File: src/rtl/hp_slot_pkg.sv
`timescale 1ns/1ps
package hp_slot_pkg;
  typedef enum logic [1:0] {
    IND_RSVD  = 2'b00,
    IND_ON    = 2'b01,
    IND_BLINK = 2'b10,
    IND_OFF   = 2'b11
  } ind_code_e;

  typedef enum logic [1:0] {
    SEL_CAP  = 2'd0,
    SEL_CTRL = 2'd1,
    SEL_STAT = 2'd2,
    SEL_NONE = 2'd3
  } reg_sel_e;

  localparam int EVT_W      = 5;
  localparam int EV_BTN     = 0;
  localparam int EV_PF      = 1;
  localparam int EV_MRL     = 2;
  localparam int EV_PRS     = 3;
  localparam int EV_CC      = 4;
  localparam int CTL_W      = 11;
  localparam int CTL_MASTER = 5;
  localparam int CTL_ATTN   = 6;
  localparam int CTL_PIND   = 8;
  localparam int CTL_POWER  = 10;
  localparam int N_PINS     = 4;
  localparam logic [CTL_W-1:0] CTL_RESET = 11'h7C0;
endpackage

File: src/rtl/hp_in_sync.sv
`timescale 1ns/1ps
module hp_in_sync #(
  parameter int N = 4
) (
  input  logic         clk,
  input  logic         rst_n,
  input  logic [N-1:0] pin,
  output logic [N-1:0] level,
  output logic [N-1:0] prev
);
  for (genvar i = 0; i < N; i++) begin : g_bit
    logic meta_q, sync_q, prev_q;
    always_ff @(posedge clk) begin
      if (!rst_n) begin
        meta_q <= 1'b0;
        sync_q <= 1'b0;
        prev_q <= 1'b0;
      end else begin
        meta_q <= pin[i];
        sync_q <= meta_q;
        prev_q <= sync_q;
      end
    end
    assign level[i] = sync_q;
    assign prev[i]  = prev_q;
  end
endmodule

File: src/rtl/hp_blink.sv
`timescale 1ns/1ps
module hp_blink #(
  parameter int HALF = 8
) (
  input  logic clk,
  input  logic rst_n,
  output logic phase
);
  localparam int CW = (HALF > 1) ? $clog2(HALF) : 1;
  localparam logic [CW-1:0] LAST = CW'(HALF - 1);

  logic [CW-1:0] cnt_q;
  logic          phase_q;

  always_ff @(posedge clk) begin
    if (!rst_n) begin
      cnt_q   <= '0;
      phase_q <= 1'b0;
    end else if (cnt_q == LAST) begin
      cnt_q   <= '0;
      phase_q <= ~phase_q;
    end else begin
      cnt_q <= cnt_q + 1'b1;
    end
  end
  assign phase = phase_q;

  a_r5_phase_hold: assert property (@(posedge clk) disable iff (!rst_n)
    (cnt_q != LAST) |=> $stable(phase_q));
endmodule

File: src/rtl/hp_indicator.sv
`timescale 1ns/1ps
module hp_indicator
  import hp_slot_pkg::*;
(
  input  logic [1:0] code,
  input  logic       phase,
  output logic       drive
);
  always_comb begin
    unique case (ind_code_e'(code))
      IND_ON:    drive = 1'b1;
      IND_BLINK: drive = phase;
      default:   drive = 1'b0;
    endcase
  end
endmodule

File: src/rtl/hp_cmd_timer.sv
`timescale 1ns/1ps
module hp_cmd_timer #(
  parameter int DELAY = 16
) (
  input  logic clk,
  input  logic rst_n,
  input  logic start,
  output logic done
);
  localparam int CW = $clog2(DELAY + 1);
  logic [CW-1:0] cnt_q;

  always_ff @(posedge clk) begin
    if (!rst_n)                cnt_q <= '0;
    else if (start)            cnt_q <= CW'(DELAY);
    else if (cnt_q != '0)      cnt_q <= cnt_q - 1'b1;
  end
  assign done = (cnt_q == CW'(1)) && !start;

  a_r8_cnt_bound: assert property (@(posedge clk) disable iff (!rst_n)
    cnt_q <= CW'(DELAY));
endmodule

File: src/rtl/hp_slot_regs.sv
`timescale 1ns/1ps
module hp_slot_regs
  import hp_slot_pkg::*;
#(
  parameter logic [12:0] SLOT_NUM   = 13'd1,
  parameter logic [4:0]  CAP_FLAGS  = 5'h1F,
  parameter int          CMD_DELAY  = 16,
  parameter int          BLINK_HALF = 8
) (
  input  logic        clk,
  input  logic        rst_n,
  input  logic        acc_wr,
  input  logic [1:0]  acc_sel,
  input  logic [15:0] acc_wdata,
  output logic [31:0] acc_rdata,
  input  logic        btn_in,
  input  logic        pfault_in,
  input  logic        mrl_in,
  input  logic        prsnt_in,
  output logic        slot_pwr_en,
  output logic        attn_drv,
  output logic        pwr_drv,
  output logic        irq
);
  localparam logic [31:0] CAP_WORD = {SLOT_NUM, 19'd0} | 32'h40 | {27'd0, CAP_FLAGS};

  logic [N_PINS-1:0] lvl, prv;
  logic [EVT_W-1:0]  evt_set, flags_q, clr_mask;
  logic [CTL_W-1:0]  ctrl_q;
  logic              ctrl_wr, stat_wr, cc_done, blink_ph;
  logic              btn_rise, pf_rise, mrl_chg, prs_chg;
  logic              unused_hi;

  assign unused_hi = &{1'b0, acc_wdata[15:CTL_W]};

  hp_in_sync #(.N(N_PINS)) i_sync (
    .clk(clk), .rst_n(rst_n),
    .pin({prsnt_in, mrl_in, pfault_in, btn_in}),
    .level(lvl), .prev(prv)
  );

  assign btn_rise = lvl[0] & ~prv[0];
  assign pf_rise  = lvl[1] & ~prv[1];
  assign mrl_chg  = lvl[2] ^ prv[2];
  assign prs_chg  = lvl[3] ^ prv[3];

  assign ctrl_wr = acc_wr && (acc_sel == SEL_CTRL);
  assign stat_wr = acc_wr && (acc_sel == SEL_STAT);

  hp_cmd_timer #(.DELAY(CMD_DELAY)) i_cmd (
    .clk(clk), .rst_n(rst_n), .start(ctrl_wr), .done(cc_done)
  );

  always_comb begin
    evt_set         = '0;
    evt_set[EV_BTN] = btn_rise;
    evt_set[EV_PF]  = pf_rise;
    evt_set[EV_MRL] = mrl_chg;
    evt_set[EV_PRS] = prs_chg;
    evt_set[EV_CC]  = cc_done;
    clr_mask        = stat_wr ? acc_wdata[EVT_W-1:0] : '0;
  end

  always_ff @(posedge clk) begin
    if (!rst_n) begin
      ctrl_q  <= CTL_RESET;
      flags_q <= '0;
    end else begin
      if (ctrl_wr) ctrl_q <= acc_wdata[CTL_W-1:0];
      flags_q <= (flags_q & ~clr_mask) | evt_set;
    end
  end

  hp_blink #(.HALF(BLINK_HALF)) i_blink (
    .clk(clk), .rst_n(rst_n), .phase(blink_ph)
  );

  hp_indicator i_attn (
    .code(ctrl_q[CTL_ATTN+1:CTL_ATTN]), .phase(blink_ph), .drive(attn_drv)
  );
  hp_indicator i_pind (
    .code(ctrl_q[CTL_PIND+1:CTL_PIND]), .phase(blink_ph), .drive(pwr_drv)
  );

  assign slot_pwr_en = ~ctrl_q[CTL_POWER];
  assign irq = ctrl_q[CTL_MASTER] & |(flags_q & ctrl_q[EVT_W-1:0]);

  always_comb begin
    unique case (reg_sel_e'(acc_sel))
      SEL_CAP:  acc_rdata = CAP_WORD;
      SEL_CTRL: acc_rdata = {{(32-CTL_W){1'b0}}, ctrl_q};
      SEL_STAT: acc_rdata = {25'd0, lvl[3], lvl[2], flags_q};
      default:  acc_rdata = '0;
    endcase
  end

  a_r7_w1c: assert property (@(posedge clk) disable iff (!rst_n)
    stat_wr |=> ((flags_q & $past(acc_wdata[EVT_W-1:0] & ~evt_set)) == '0));
  a_r6_sticky: assert property (@(posedge clk) disable iff (!rst_n)
    !stat_wr |=> ((flags_q & $past(flags_q)) == $past(flags_q)));
  a_r6_btn_pulse: assert property (@(posedge clk) disable iff (!rst_n)
    btn_rise |=> !btn_rise);
  a_r8_cc_land: assert property (@(posedge clk) disable iff (!rst_n)
    cc_done |=> flags_q[EV_CC]);
  a_r9_master_gate: assert property (@(posedge clk) disable iff (!rst_n)
    !ctrl_q[CTL_MASTER] |-> !irq);
endmodule

File: config.mk
export PLATFORM = sky130hd
export DESIGN_NAME = hp_slot_regs
export DESIGN_NICKNAME = d
export VERILOG_FILES = /design/src/rtl/hp_slot_pkg.sv /design/src/rtl/hp_in_sync.sv /design/src/rtl/hp_blink.sv /design/src/rtl/hp_indicator.sv /design/src/rtl/hp_cmd_timer.sv /design/src/rtl/hp_slot_regs.sv
export SDC_FILE = /design/constraint.sdc
export NUM_CORES = 1
export LEC_CHECK = 0
export BUFFER_PORTS_ARGS = -buffer_cell sky130_fd_sc_hd__buf_4
export CORE_UTILIZATION = 53
export DETAILED_ROUTE_END_ITERATION = 12
export PLACE_DENSITY = 0.84
export SYNTH_ARGS = -nofsm -noshare
export SYNTH_HDL_FRONTEND = slang
export SYNTH_SLANG_ARGS = --single-unit
File: constraint.sdc
create_clock -name clk -period 3.2 [get_ports clk]
set_input_delay 0.32 -clock clk [delete_from_list [all_inputs] [get_ports clk]]
set_output_delay 0.32 -clock clk [all_outputs]
set_load 0.005 [all_outputs]
==> reports/qor_table.md <==
| Parameter | This run |
|---|---|
| Top area cells in the synthesized netlist | dfxtp_1 (42%), buf_4 (9.0%), and2_1 (6.1%) |
| Number of distinct library cell variants in the gate-level netlist after synthesis | 29 |
| Launching element type of the critical path | register |
| Remaining antenna violation count after routing | 0 |
| DR vias | 1292 |
| Final core utilization | 64.7% |
| Post-detail-place hpwl | 2090 µm |
| Cell type contributing the most total cell area after synthesis | dfxtp_1 |
| Overall power after layout | 979 µW |
| Flops & latches, synth | 37 |
| Number of enable flip-flop cells after synthesis | 0 |
| Number of antenna violations at the first check in global routing | 0 |
| Fraction of the yosys area taken by sequential cells | 42.2% |
| Inserted Clock Buffers | 5 |
| Buffers from clock root to sink, at most | 2 |
| Largest net degree at the start of global routing | 36 |
| Kind of critical path | reg2out |
| Clock transition at the registers of the reported paths | 110 ps |
| Part of the total power dissipated in combinational logic | 22.1% |
| Clk sinks | 37 |
| Number of diodes added for antenna fixing | 0 |
| DRT Pass-1 Iters | 4 |
| Avg WL per Cell | 10.6 µm |
| Power density of the placed cells | 488 mW/mm² |
| Unrepaired setup endpoints after global routing | false |
| DRT iter0 DRCs | 92 |
| Core Area | 0.00310 mm² |
| Worst-case clock skew | 5.50 ps |
| Result of the run | complete, no violations |
| Reg2reg setup slack | 1780 ps |
| Slew Limit Fails | 0 |
| Row Count | 20 |
| Number of nets in the layout | 259 |
| Count of unresolved DRC violations after routing | 0 |
| Vias in the first global route | 1117 |
| Required time reported for the critical path endpoint | 2880 ps |
| IR Drop Worst-Case VDD | 0.296 mV |
| Weighted congestion at the end of routability-driven global placement | 0.737 |
| Cells resized by post-CTS repair | 0 |
| Die outline area | 0.00354 mm² |
| Gate family responsible for the most delay along the worst path | compound AO/OA/AOI/OAI gates |
| Wire length after detailed routing | 2870 µm |
| Area fraction of the dominant cell type after synthesis | 42.2% |
| CP Buf/Inv Count | 1 |
| Global-route total usage across every layer | 17.7% |
| Final sum of negative setup slack | 0 ps |
| CP peak stage delay | 350 ps |
| Boundary pin count | 61 |
| Post-synth design cell area | 0.00175 mm² |
| Period utilization | 51.2% |
| Final Hold Slack | 178 ps |
| Share of total power in the clock network | 23.5% |
| Relative contribution of sequential cells to total power | 54.5% |
| Die outline height | 59.5 µm |
| Count of port buffers added during placement | 35 |
| Number of buffers inserted for hold repair after clock tree synthesis | 0 |
| Critical-path cell list | a222oi_1 -> a21boi_0 -> buf_4 |
| Worst Max-Slew Pin Slew | 575 ps |
| Average size of a mapped cell | 9.09 µm² |
| First-pass GRT wire length | 4570 µm |
| Maximum achievable frequency | 610 MHz |
| Sw Ratio | 28.2% |
| Final setup fails | 0 |
| Clk_lat worst skew | 340 ps |
| Instance count of the mapped netlist | 193 |
| Fraction of final layout cells with drive strength greater than 1 | 19.4% |
| Most used flip-flop cell after synthesis | dfxtp_1 |
| Area grow syn2layout | 14.5% |
| Arrival time of the worst setup path | 1320 ps |
| Cell with the largest stage delay on the worst path | a222oi_1 |
| Total cell area at the placement stage | 0.00196 mm² |
| Setup Fix Bufs, Post-CTS | 0 |
| Count of maximum capacitance violations | 0 |
| Switching power summed over all nets | 276 µW |
| Root buffer cell | clkbuf_4 |
| Kind of end point of the critical path | output pin |
| Die outline width | 59.5 µm |
| Cell-internal power | 703 µW |
| TritonCTS clock tree | built |
| Final worst path period need | 1640 ps |
| Max-slew headroom | 61.7% |
| Initial Util | 56.5% |
| Static leakage | 0.000946 µW |
| Post-route cell area | 0.00201 mm² |
| Top fanout value on the critical path | 3 |
| Async set or reset register ratio after synthesis | 0% |
| Path class of the lowest-slack min-delay path | in2reg |
| Via density per instance | 4.77 |
| Final hold viol count | 0 |
| Global route overflow | 0 |
| Yosys synthesis warning count | 0 |
| CTS H-tree lvls | 2 |
[worst register-to-register path, stage by stage, from the launching register on]
cell	delay [ps]
dfxtp_1	360
inv_1	70
ha_1	190
or4b_4	520
xnor2_1	150
nor2_1	50
[synthesized netlist by cell type, types with 5 or more instances]
cell      count
dfxtp_1      37
buf_4        21
nand2_1      20
and2_1       17
a21boi_0     13
ha_1          8
inv_1         8
nor2b_1       8
a21oi_1       7
nor2_1        7
nand2b_1      6
clkbuf_1      5
o211ai_1      5
o21a_1        5
[state kept, by name (all words and copies together) (netlist names)]
signal / flops
ctrl_q: 11
flags_q: 5
i_cmd.cnt_q: 5
i_sync.g_bit.meta_q: 4
i_sync.g_bit.prev_q: 4
i_sync.g_bit.sync_q: 4
i_blink.cnt_q: 3
i_blink.phase: 1
[metal layers]
metal / vias up / track usage, % / share of wire [%]
li1: 658 / - / -
met1: 580 / 18.8 / 44
met2: 44 / 30.7 / 47
met3: 10 / 6.11 / 6.2
met4: 0 / 9.30 / 2.8
met5: - / 0 / 0
[power by group through the flow]
stage | logic [µW] | clock network (µW) | registers (µW)
floorplan | 180 | 0 | 535
global placement | 210 | 0 | 542
detailed placement | 218 | 0 | 544
CTS | 218 | 237 | 533
global route | 245 | 259 | 538
finish | 216 | 230 | 533
[final cells by class]
type | count | area (µm²)
well taps | 44 | 55.1
clock inverters | 2 | 10.0
repair buffers | 35 | 263
flip-flops and latches | 37 | 741
inverters | 8 | 30.0
fillers | 282 | 1090
multi-input cells | 139 | 868
clock buffers | 6 | 41.3
[final timing paths]
check                                                  from                                 to  depth (start not counted)
worst max register to register  i_cmd.cnt_q[0]$_SDFFE_PP0P_        i_cmd.cnt_q[0]$_SDFFE_PP0P_                          5
worst min register to register  i_blink.cnt_q[0]$_SDFF_PP0_        i_blink.cnt_q[0]$_SDFF_PP0_                          1
worst min-delay path                                 btn_in  i_sync.g_bit[0].meta_q$_SDFF_PN0_                          2
worst max-delay path                  flags_q[3]$_SDFF_PN0_                                irq                          3
[logic make-up after synthesis]
group,synth area share (%)
other,0.214
DFF,42.2
buffers and inverters,12.3
and+or+nand+nor,22.1
AOI/OAI and AO/OA,14.4
adders and majority gates,5.71
xor gates and xnor gates,3.00
[cells in the final DEF (no fill, tap or decap), types with 3 or more instances in the layout]
cell,instances
and2_1,17
a21oi_1,7
nand2b_1,6
o211ai_1,5
xor2_1,3
o21a_1,5
nor2_1,7
clkbuf_4,5
buf_4,35
xnor2_1,3
a21boi_0,13
and3b_1,4
inv_1,8
conb_1,20
dfxtp_1,37
ha_1,8
nand2_1,20
nor2b_1,8
[metrics by stage]
| stage | setup WS [ps] | std cells |
|---|---|---|
| 2_1_floorplan | 1860 | 212 |
| 3_3_place_gp | 1740 | 263 |
| 3_5_place_dp | 1770 | 263 |
| 4_1_cts | 1530 | 271 |
| 5_1_grt | 1470 | 271 |
| 6_report | 1560 | 271 |
Power figures use the tool's default switching activity.
